### src/rtl/eebc_pkg.sv
package eebc_pkg;
    typedef enum logic [1:0] {
        ST_IDLE = 2'd0,
        ST_SREQ = 2'd1,
        ST_BREQ = 2'd2,
        ST_BGAP = 2'd3
    } eebc_state_e;

    localparam logic [2:0] RA_ADDR  = 3'd0;
    localparam logic [2:0] RA_DATA  = 3'd1;
    localparam logic [2:0] RA_CTRL  = 3'd2;
    localparam logic [2:0] RA_BURST = 3'd3;
    localparam logic [2:0] RA_BASE  = 3'd4;
    localparam logic [2:0] RA_LEN   = 3'd5;
    localparam logic [2:0] RA_STAT  = 3'd6;

    localparam int CTRL_RD_BIT = 1;
    localparam int CTRL_WR_BIT = 0;
    localparam int STAT_ERR_BIT = 1;
endpackage

### src/rtl/eebc_wait_timer.sv
module eebc_wait_timer #(
    parameter int LIMIT = 64,
    localparam int CW = $clog2(LIMIT + 1)
) (
    input  logic clk,
    input  logic rst_n,
    input  logic active,
    input  logic ack,
    output logic expire
);
    logic [CW-1:0] cnt_d, cnt_q;

    always_comb begin
        cnt_d = cnt_q;
        if (!active)
            cnt_d = '0;
        else if (cnt_q != CW'(LIMIT))
            cnt_d = cnt_q + 1'b1;
    end

    always_ff @(posedge clk or negedge rst_n) begin
        if (!rst_n) cnt_q <= '0;
        else        cnt_q <= cnt_d;
    end

    assign expire = active && !ack && (cnt_q == CW'(LIMIT - 1));
endmodule

### src/rtl/eebc_mem_addr.sv
module eebc_mem_addr #(
    parameter int BASE_W = 9,
    parameter int LO_W   = 15,
    localparam int EE_AW = LO_W + 1
) (
    input  logic [BASE_W-1:0]      base,
    input  logic [EE_AW-1:0]       ee_addr,
    output logic [BASE_W+LO_W-1:0] mem_addr
);
    logic unused_top;
    assign unused_top = ee_addr[EE_AW-1];
    assign mem_addr   = {base, ee_addr[LO_W-1:0]};
endmodule

### src/rtl/eeprom_burst_ctrl.sv
module eeprom_burst_ctrl
    import eebc_pkg::*;
#(
    parameter int MEM_AW      = 24,
    parameter int BASE_W      = 9,
    parameter int TIMEOUT_CYC = 64,
    localparam int LO_W  = MEM_AW - BASE_W,
    localparam int EE_AW = LO_W + 1,
    localparam int LEN_W = EE_AW + 1
) (
    input  logic              clk,
    input  logic              rst_n,
    input  logic [2:0]        reg_addr,
    input  logic              reg_we,
    input  logic [31:0]       reg_wdata,
    output logic [31:0]       reg_rdata,
    output logic              ee_req,
    output logic              ee_we,
    output logic [EE_AW-1:0]  ee_addr,
    output logic [7:0]        ee_wdata,
    input  logic              ee_ack,
    input  logic [7:0]        ee_rdata,
    output logic              mem_we,
    output logic [MEM_AW-1:0] mem_addr,
    output logic [7:0]        mem_wdata
);
    typedef struct packed {
        eebc_state_e       st;
        logic [EE_AW-1:0]  addr;
        logic [7:0]        data;
        logic [BASE_W-1:0] base;
        logic [LEN_W-1:0]  len;
        logic              rd;
        logic              wr;
        logic              err;
        logic              touched;
        logic [EE_AW-1:0]  cont;
        logic [EE_AW-1:0]  cur;
        logic [LEN_W-1:0]  cnt;
    } ctl_t;

    ctl_t ctl_d, ctl_q;
    logic tmo_expire;
    logic busy;
    logic burst_on;
    logic err_flag;
    logic [2:0] op_flags;
    logic [EE_AW-1:0] cur_inc;
    logic [LEN_W-1:0] cnt_inc;
    logic unused_wdata;

    assign unused_wdata = ^reg_wdata[31:LEN_W];
    assign busy     = (ctl_q.st != ST_IDLE);
    assign burst_on = (ctl_q.st == ST_BREQ) || (ctl_q.st == ST_BGAP);
    assign err_flag = ctl_q.err;
    assign op_flags = {ctl_q.rd, ctl_q.wr, burst_on};
    assign cur_inc  = ctl_q.cur + 1'b1;
    assign cnt_inc  = ctl_q.cnt + 1'b1;

    eebc_wait_timer #(.LIMIT(TIMEOUT_CYC)) u_timer (
        .clk    (clk),
        .rst_n  (rst_n),
        .active (ee_req),
        .ack    (ee_ack),
        .expire (tmo_expire)
    );

    eebc_mem_addr #(.BASE_W(BASE_W), .LO_W(LO_W)) u_maddr (
        .base     (ctl_q.base),
        .ee_addr  (ctl_q.cur),
        .mem_addr (mem_addr)
    );

    always_comb begin
        ctl_d = ctl_q;
        // host register writes, accepted only while idle
        if (!busy && reg_we) begin
            case (reg_addr)
                RA_ADDR: ctl_d.addr = reg_wdata[EE_AW-1:0];
                RA_DATA: ctl_d.data = reg_wdata[7:0];
                RA_CTRL: begin
                    if (reg_wdata[CTRL_RD_BIT] || reg_wdata[CTRL_WR_BIT]) begin
                        ctl_d.rd      = reg_wdata[CTRL_RD_BIT];
                        ctl_d.wr      = !reg_wdata[CTRL_RD_BIT];
                        ctl_d.st      = ST_SREQ;
                        ctl_d.touched = 1'b1;
                        ctl_d.cont    = ctl_q.addr + 1'b1;
                    end
                end
                RA_BURST: begin
                    if (reg_wdata[0] && (ctl_q.len != '0)) begin
                        ctl_d.st      = ST_BREQ;
                        ctl_d.cur     = ctl_q.touched ? ctl_q.cont : '0;
                        ctl_d.cnt     = '0;
                        ctl_d.touched = 1'b1;
                    end
                end
                RA_BASE: ctl_d.base = reg_wdata[BASE_W-1:0];
                RA_LEN:  ctl_d.len  = reg_wdata[LEN_W-1:0];
                RA_STAT: if (reg_wdata[STAT_ERR_BIT]) ctl_d.err = 1'b0;
                default: ;
            endcase
        end
        // operation sequencing
        case (ctl_q.st)
            ST_SREQ: begin
                if (ee_ack) begin
                    if (ctl_q.rd) ctl_d.data = ee_rdata;
                    ctl_d.rd = 1'b0;
                    ctl_d.wr = 1'b0;
                    ctl_d.st = ST_IDLE;
                end else if (tmo_expire) begin
                    ctl_d.rd  = 1'b0;
                    ctl_d.wr  = 1'b0;
                    ctl_d.err = 1'b1;
                    ctl_d.st  = ST_IDLE;
                end
            end
            ST_BREQ: begin
                if (ee_ack) begin
                    ctl_d.cnt  = cnt_inc;
                    ctl_d.cont = cur_inc;
                    if ((cnt_inc == ctl_q.len) || (&ctl_q.cur)) begin
                        ctl_d.st = ST_IDLE;
                    end else begin
                        ctl_d.st  = ST_BGAP;
                        ctl_d.cur = cur_inc;
                    end
                end else if (tmo_expire) begin
                    ctl_d.cont = cur_inc;
                    ctl_d.err  = 1'b1;
                    ctl_d.st   = ST_IDLE;
                end
            end
            ST_BGAP: ctl_d.st = ST_BREQ;
            default: ;
        endcase
    end

    always_ff @(posedge clk or negedge rst_n) begin
        if (!rst_n) ctl_q <= '0;
        else        ctl_q <= ctl_d;
    end

    always_comb begin
        reg_rdata = '0;
        case (reg_addr)
            RA_ADDR:  reg_rdata[EE_AW-1:0]  = ctl_q.addr;
            RA_DATA:  reg_rdata[7:0]        = ctl_q.data;
            RA_CTRL:  reg_rdata[1:0]        = {ctl_q.rd, ctl_q.wr};
            RA_BURST: reg_rdata[0]          = burst_on;
            RA_BASE:  reg_rdata[BASE_W-1:0] = ctl_q.base;
            RA_LEN:   reg_rdata[LEN_W-1:0]  = ctl_q.len;
            RA_STAT:  reg_rdata[1:0]        = {err_flag, busy};
            default:  reg_rdata = '0;
        endcase
    end

    assign ee_req    = (ctl_q.st == ST_SREQ) || (ctl_q.st == ST_BREQ);
    assign ee_we     = (ctl_q.st == ST_SREQ) && ctl_q.wr;
    assign ee_addr   = burst_on ? ctl_q.cur : ctl_q.addr;
    assign ee_wdata  = ctl_q.data;
    assign mem_we    = (ctl_q.st == ST_BREQ) && ee_ack;
    assign mem_wdata = ee_rdata;
endmodule


### config.mk
export PLATFORM = sky130hd
export DESIGN_NAME = eeprom_burst_ctrl
export DESIGN_NICKNAME = d
export VERILOG_FILES = /design/src/rtl/eebc_pkg.sv /design/src/rtl/eebc_wait_timer.sv /design/src/rtl/eebc_mem_addr.sv /design/src/rtl/eeprom_burst_ctrl.sv
export SDC_FILE = /design/constraint.sdc
export NUM_CORES = 1
export LEC_CHECK = 0
export BUFFER_PORTS_ARGS = -buffer_cell sky130_fd_sc_hd__buf_2
export CAP_MARGIN = 10
export CORE_AREA = 5 5 123 154
export CTS_CLUSTER_DIAMETER = 60
export DETAILED_ROUTE_END_ITERATION = 8
export DIE_AREA = 0 0 128 159
export GPL_ROUTABILITY_DRIVEN = 0
export PLACE_DENSITY = 0.68
export SYNTH_ARGS = -nofsm -noshare
export SYNTH_HDL_FRONTEND = slang
export SYNTH_SLANG_ARGS = --single-unit
### constraint.sdc
create_clock -name clk -period 2.7 [get_ports clk]
set_input_delay 0.27 -clock clk [delete_from_list [all_inputs] [get_ports clk]]
set_output_delay 0.27 -clock clk [all_outputs]
set_load 0.02 [all_outputs]
==> run_results.csv <==
group,metric,value,unit
timing,slew_violations,0,
floorplanning,die_h,159,um
grt,antenna_found_initial,0,
timing,fmax,366.2,MHz
finish,syn_to_final_growth,18.01,%
place,pre_cts_ws,-0.06974,ns
finish,nFillCells,1624,
place,hpwlAfterDp,15650,um
timing,finalHoldViolCount,0,
critical_path,slowest_stage,"or4_4",
detailed_routing,drtIter0Drc,499,
logic_synthesis,ys_dominant_reg_cell,"dfrtp_1",
finish,multi_input_area,4345,um2
timing,final.min_clock_period,2.730,ns
grt,first_global_vias,6435,
finish,nets,987,
logic_synthesis,synth_top_area_cell,"dfrtp_1",
logic_synthesis,netlist_top_cells_area,"dfrtp_1 (37%), mux2_2 (8.5%), buf_4 (6.0%)",
critical_path,rr_startpoint,"ctl_q[5]$_DFF_PN0_",
critical_path,crit_chain,"buf_4, nand3_4, buf_4, or4_4, o32ai_4, a2111oi_4, nand4_4, nand2_4, buf_4, buf_12, mux2i_1, a221oi_2",
detailed_routing,wl_met1,8992,um
clock_tree,cts_buffers,9,
critical_path,timing_worst_setup_path_type,"reg2reg",
logic_synthesis,synth_seq_cells,112,
clock_tree,clock-root-buffer,"clkbuf_16",
timing,fin_crit_sh,1.011,
logic_synthesis,postSynthAreaPerCell,9.292,um2
logic_synthesis,ys_seq_area_frac,0.3665,
logic_synthesis,synthDistinctLibCells,72,
finish,drive_gt1_frac,0.3487,
critical_path,critPathBufInv,4,
detailed_routing,routed_wl,21450,um
logic_synthesis,synth_edf_count,0,
detailed_routing,dr.pass1.iters,5,
clock_tree,htree_num_levels,3,
critical_path,cp_common_cell,"buf_4",
floorplanning,die_width,128,um
grt,grt_pass1_wl,34490,um
critical_path,max_stage_delay,0.51,ns
detailed_routing,vias_per_cell,5.683,
detailed_routing,wl_per_cell,18.50,um
detailed_routing,drc,0,
logic_synthesis,synth_cells,823,
grt,grt_usage,0.2103,
detailed_routing,final_antenna_net_count,0,
timing,worst_pin_slew,0.6355,ns
detailed_routing,dr_wl_met3,1446,um
pwr,p_leak,3.922,nW
timing,rsz0062_at_grt,"true",
finish,diodes,0,
detailed_routing,wl_met2,10560,um
floorplanning,die-area,20350,um2
critical_path,required,2.97,ns
place,place_inst,1130,
timing,slew_headroom,0.5738,
floorplanning,io_pins,138,
pwr,peakVddDrop,0.5627,mV
floorplanning,coreArea,17300,um2
critical_path,cp_max_fo,6,
clock_tree,clock-sinks,112,
finish,register_area,2809,um2
floorplanning,num_rows,54,
critical_path,startpoint,"ctl_q[5]$_DFF_PN0_",
timing,setup_slack,-0.03042,ns
run_status,violations,"setup timing",
pwr,power.density,933.3,nW/um2
logic_synthesis,synth_top_area_frac,0.3665,
pwr,power,8.423,mW
clock_tree,path_clk_slew,0.08,ns
place,port_buffers,107,
clock_tree,cts_tree,"done",
logic_synthesis,synth.most_common_cell,"dfrtp_1",
worst_hold_path,hp-start,"ee_rdata[7]",
run,maxCapViolCount,0,
logic_synthesis,ys_top_cells_by_count,"dfrtp_1 (112), nand2_1 (82), o21ai_0 (66)",
timing,setup_viol,1,
detailed_routing,top_layer_used,"met4",
clock_tree,clkLatencyLatePin,0.36,ns
grt,overflow,0,
grt,grt_max_degree,75,
critical_path,cp-start-kind,"register",
timing,skew,0.008683,ns
run_status,outcome,"complete, but fails checks",
logic_synthesis,async_reset_ff_frac,1.000,
finish,stdcell_count,1159,
logic_synthesis,synth_warnings,0,
critical_path,worstSetupEndpointType,"register",
detailed_routing,vias,6587,
clock_tree,clock_path_buffers,2,
floorplanning,initial_core_util,0.4421,
critical_path,cp_top_family,"simple AND/OR/NAND/NOR gates",
logic_synthesis,syn_area,7647,um2
critical_path,arrival,3.00,ns
worst_hold_path,hold_path.class,"in2reg",
==> power by group <==
part	internal, mW	leakage, nW	switching [mW]
registers	2.33	1.39	0.825
logic	1.78	2.40	2.16
clock network	0.649	0.135	0.677
==> tightest hold or removal path: stages <==
cell	delay [ns]
buf_2	0.08
nand2_1	0.04
o21ai_0	0.06
==> through the flow <==
stage | TNS, ns | hold WS, ns | utilization | area [um2]
after floorplan | 0 | -0.02559 | - | 7756
after global placement | -0.02404 | 0.2846 | 0.4892 | 8462
after detailed placement | -0.1523 | 0.2819 | 0.4892 | 8462
after CTS | -0.001827 | 0.1133 | 0.5090 | 8805
after global routing | -0.6040 | 0.1301 | 0.5218 | 9025
final | -0.03042 | 0.1185 | 0.5218 | 9025
==> area by class of cell <==
class,instances,share of cell area
well taps,224,0.03106
clock buffers,11,0.02579
clock inverters,5,0.005268
repair buffers,193,0.1381
inverters,17,0.007071
flip-flops and latches,112,0.3112
multi-input cells,597,0.4815
==> timing repair <==
| action | in CTS | in global routing |
|---|---|---|
| setup buffers | 5 | 8 |
| hold buffers | 1 | 0 |
| setup endpoints to repair | 5 | 15 |
| pin swaps | 2 | 12 |
| gates resized for setup | 4 | 32 |
| hold endpoints to repair | 38 | 0 |
==> cells by family (layout without fill, tap and decap cells) <==
kind of cell / Yosys count / after routing / share of synthesized area
and+or+nand+nor: 283 / 283 / 0.1922
AOI/OAI and AO/OA: 159 / 159 / 0.1428
buffers and inverters: 128 / 226 / 0.09784
DFF: 112 / 112 / 0.3665
muxes: 81 / 81 / 0.1276
xor gates and xnor gates: 49 / 49 / 0.05612
adders and majority gates: 10 / 10 / 0.01636
other: 1 / 15 / 0.0004904
==> metal layers <==
layer	GRT usage	up-vias
li1	-	3089
met1	0.2881	3232
met2	0.3437	234
met3	0.02819	32
met4	0.06757	0
met5	0	-
==> flip-flops by register name, summed over array words and instances (netlist names) <==
name / cells
ee_wdata: 8
err_flag: 1
u_timer.cnt_q: 7
ctl_q: 96
==> path summary, 6_finish.rpt <==
kind | slack (ns) | end | depth (start not counted)
min | 0.12 | ee_wdata[7]$_DFF_PN0_ | 3
min reg2reg | 0.50 | ctl_q[71]$_DFFE_PN0P_ | 2
max reg2reg | -0.03 | ctl_q[26]$_DFF_PN0_ | 12
max | -0.03 | ctl_q[26]$_DFF_PN0_ | 12
max in group asynchronous | 1.48 | ctl_q[6]$_DFF_PN0_ | 3
min in group asynchronous | 0.43 | u_timer.cnt_q[2]$_DFFE_PN0P_ | 2
==> placed cells by master, fill, tap and decap left out, drive strengths merged, types with 4 or more instances in the layout <==
cell type | Yosys | layout
a211oi | 8 | 8
a21oi | 17 | 17
a221oi | 4 | 4
a22oi | 11 | 11
a31oi | 4 | 4
and2 | 12 | 12
and3 | 7 | 7
buf | 78 | 192
clkbuf | 33 | 11
conb | 1 | 15
dfrtp | 112 | 112
ha | 10 | 10
inv | 17 | 21
mux2 | 59 | 59
mux2i | 15 | 15
mux4 | 7 | 7
nand2 | 83 | 83
nand2b | 7 | 7
nand3 | 34 | 34
nand3b | 4 | 4
nand4 | 16 | 16
nor2 | 60 | 60
nor2b | 10 | 10
nor3 | 13 | 13
nor4 | 15 | 15
o211ai | 17 | 17
o21ai | 67 | 67
o31ai | 6 | 6
or3 | 9 | 9
or4 | 4 | 4
xnor2 | 34 | 34
xor2 | 15 | 15
(Power assumes the default switching activity.)
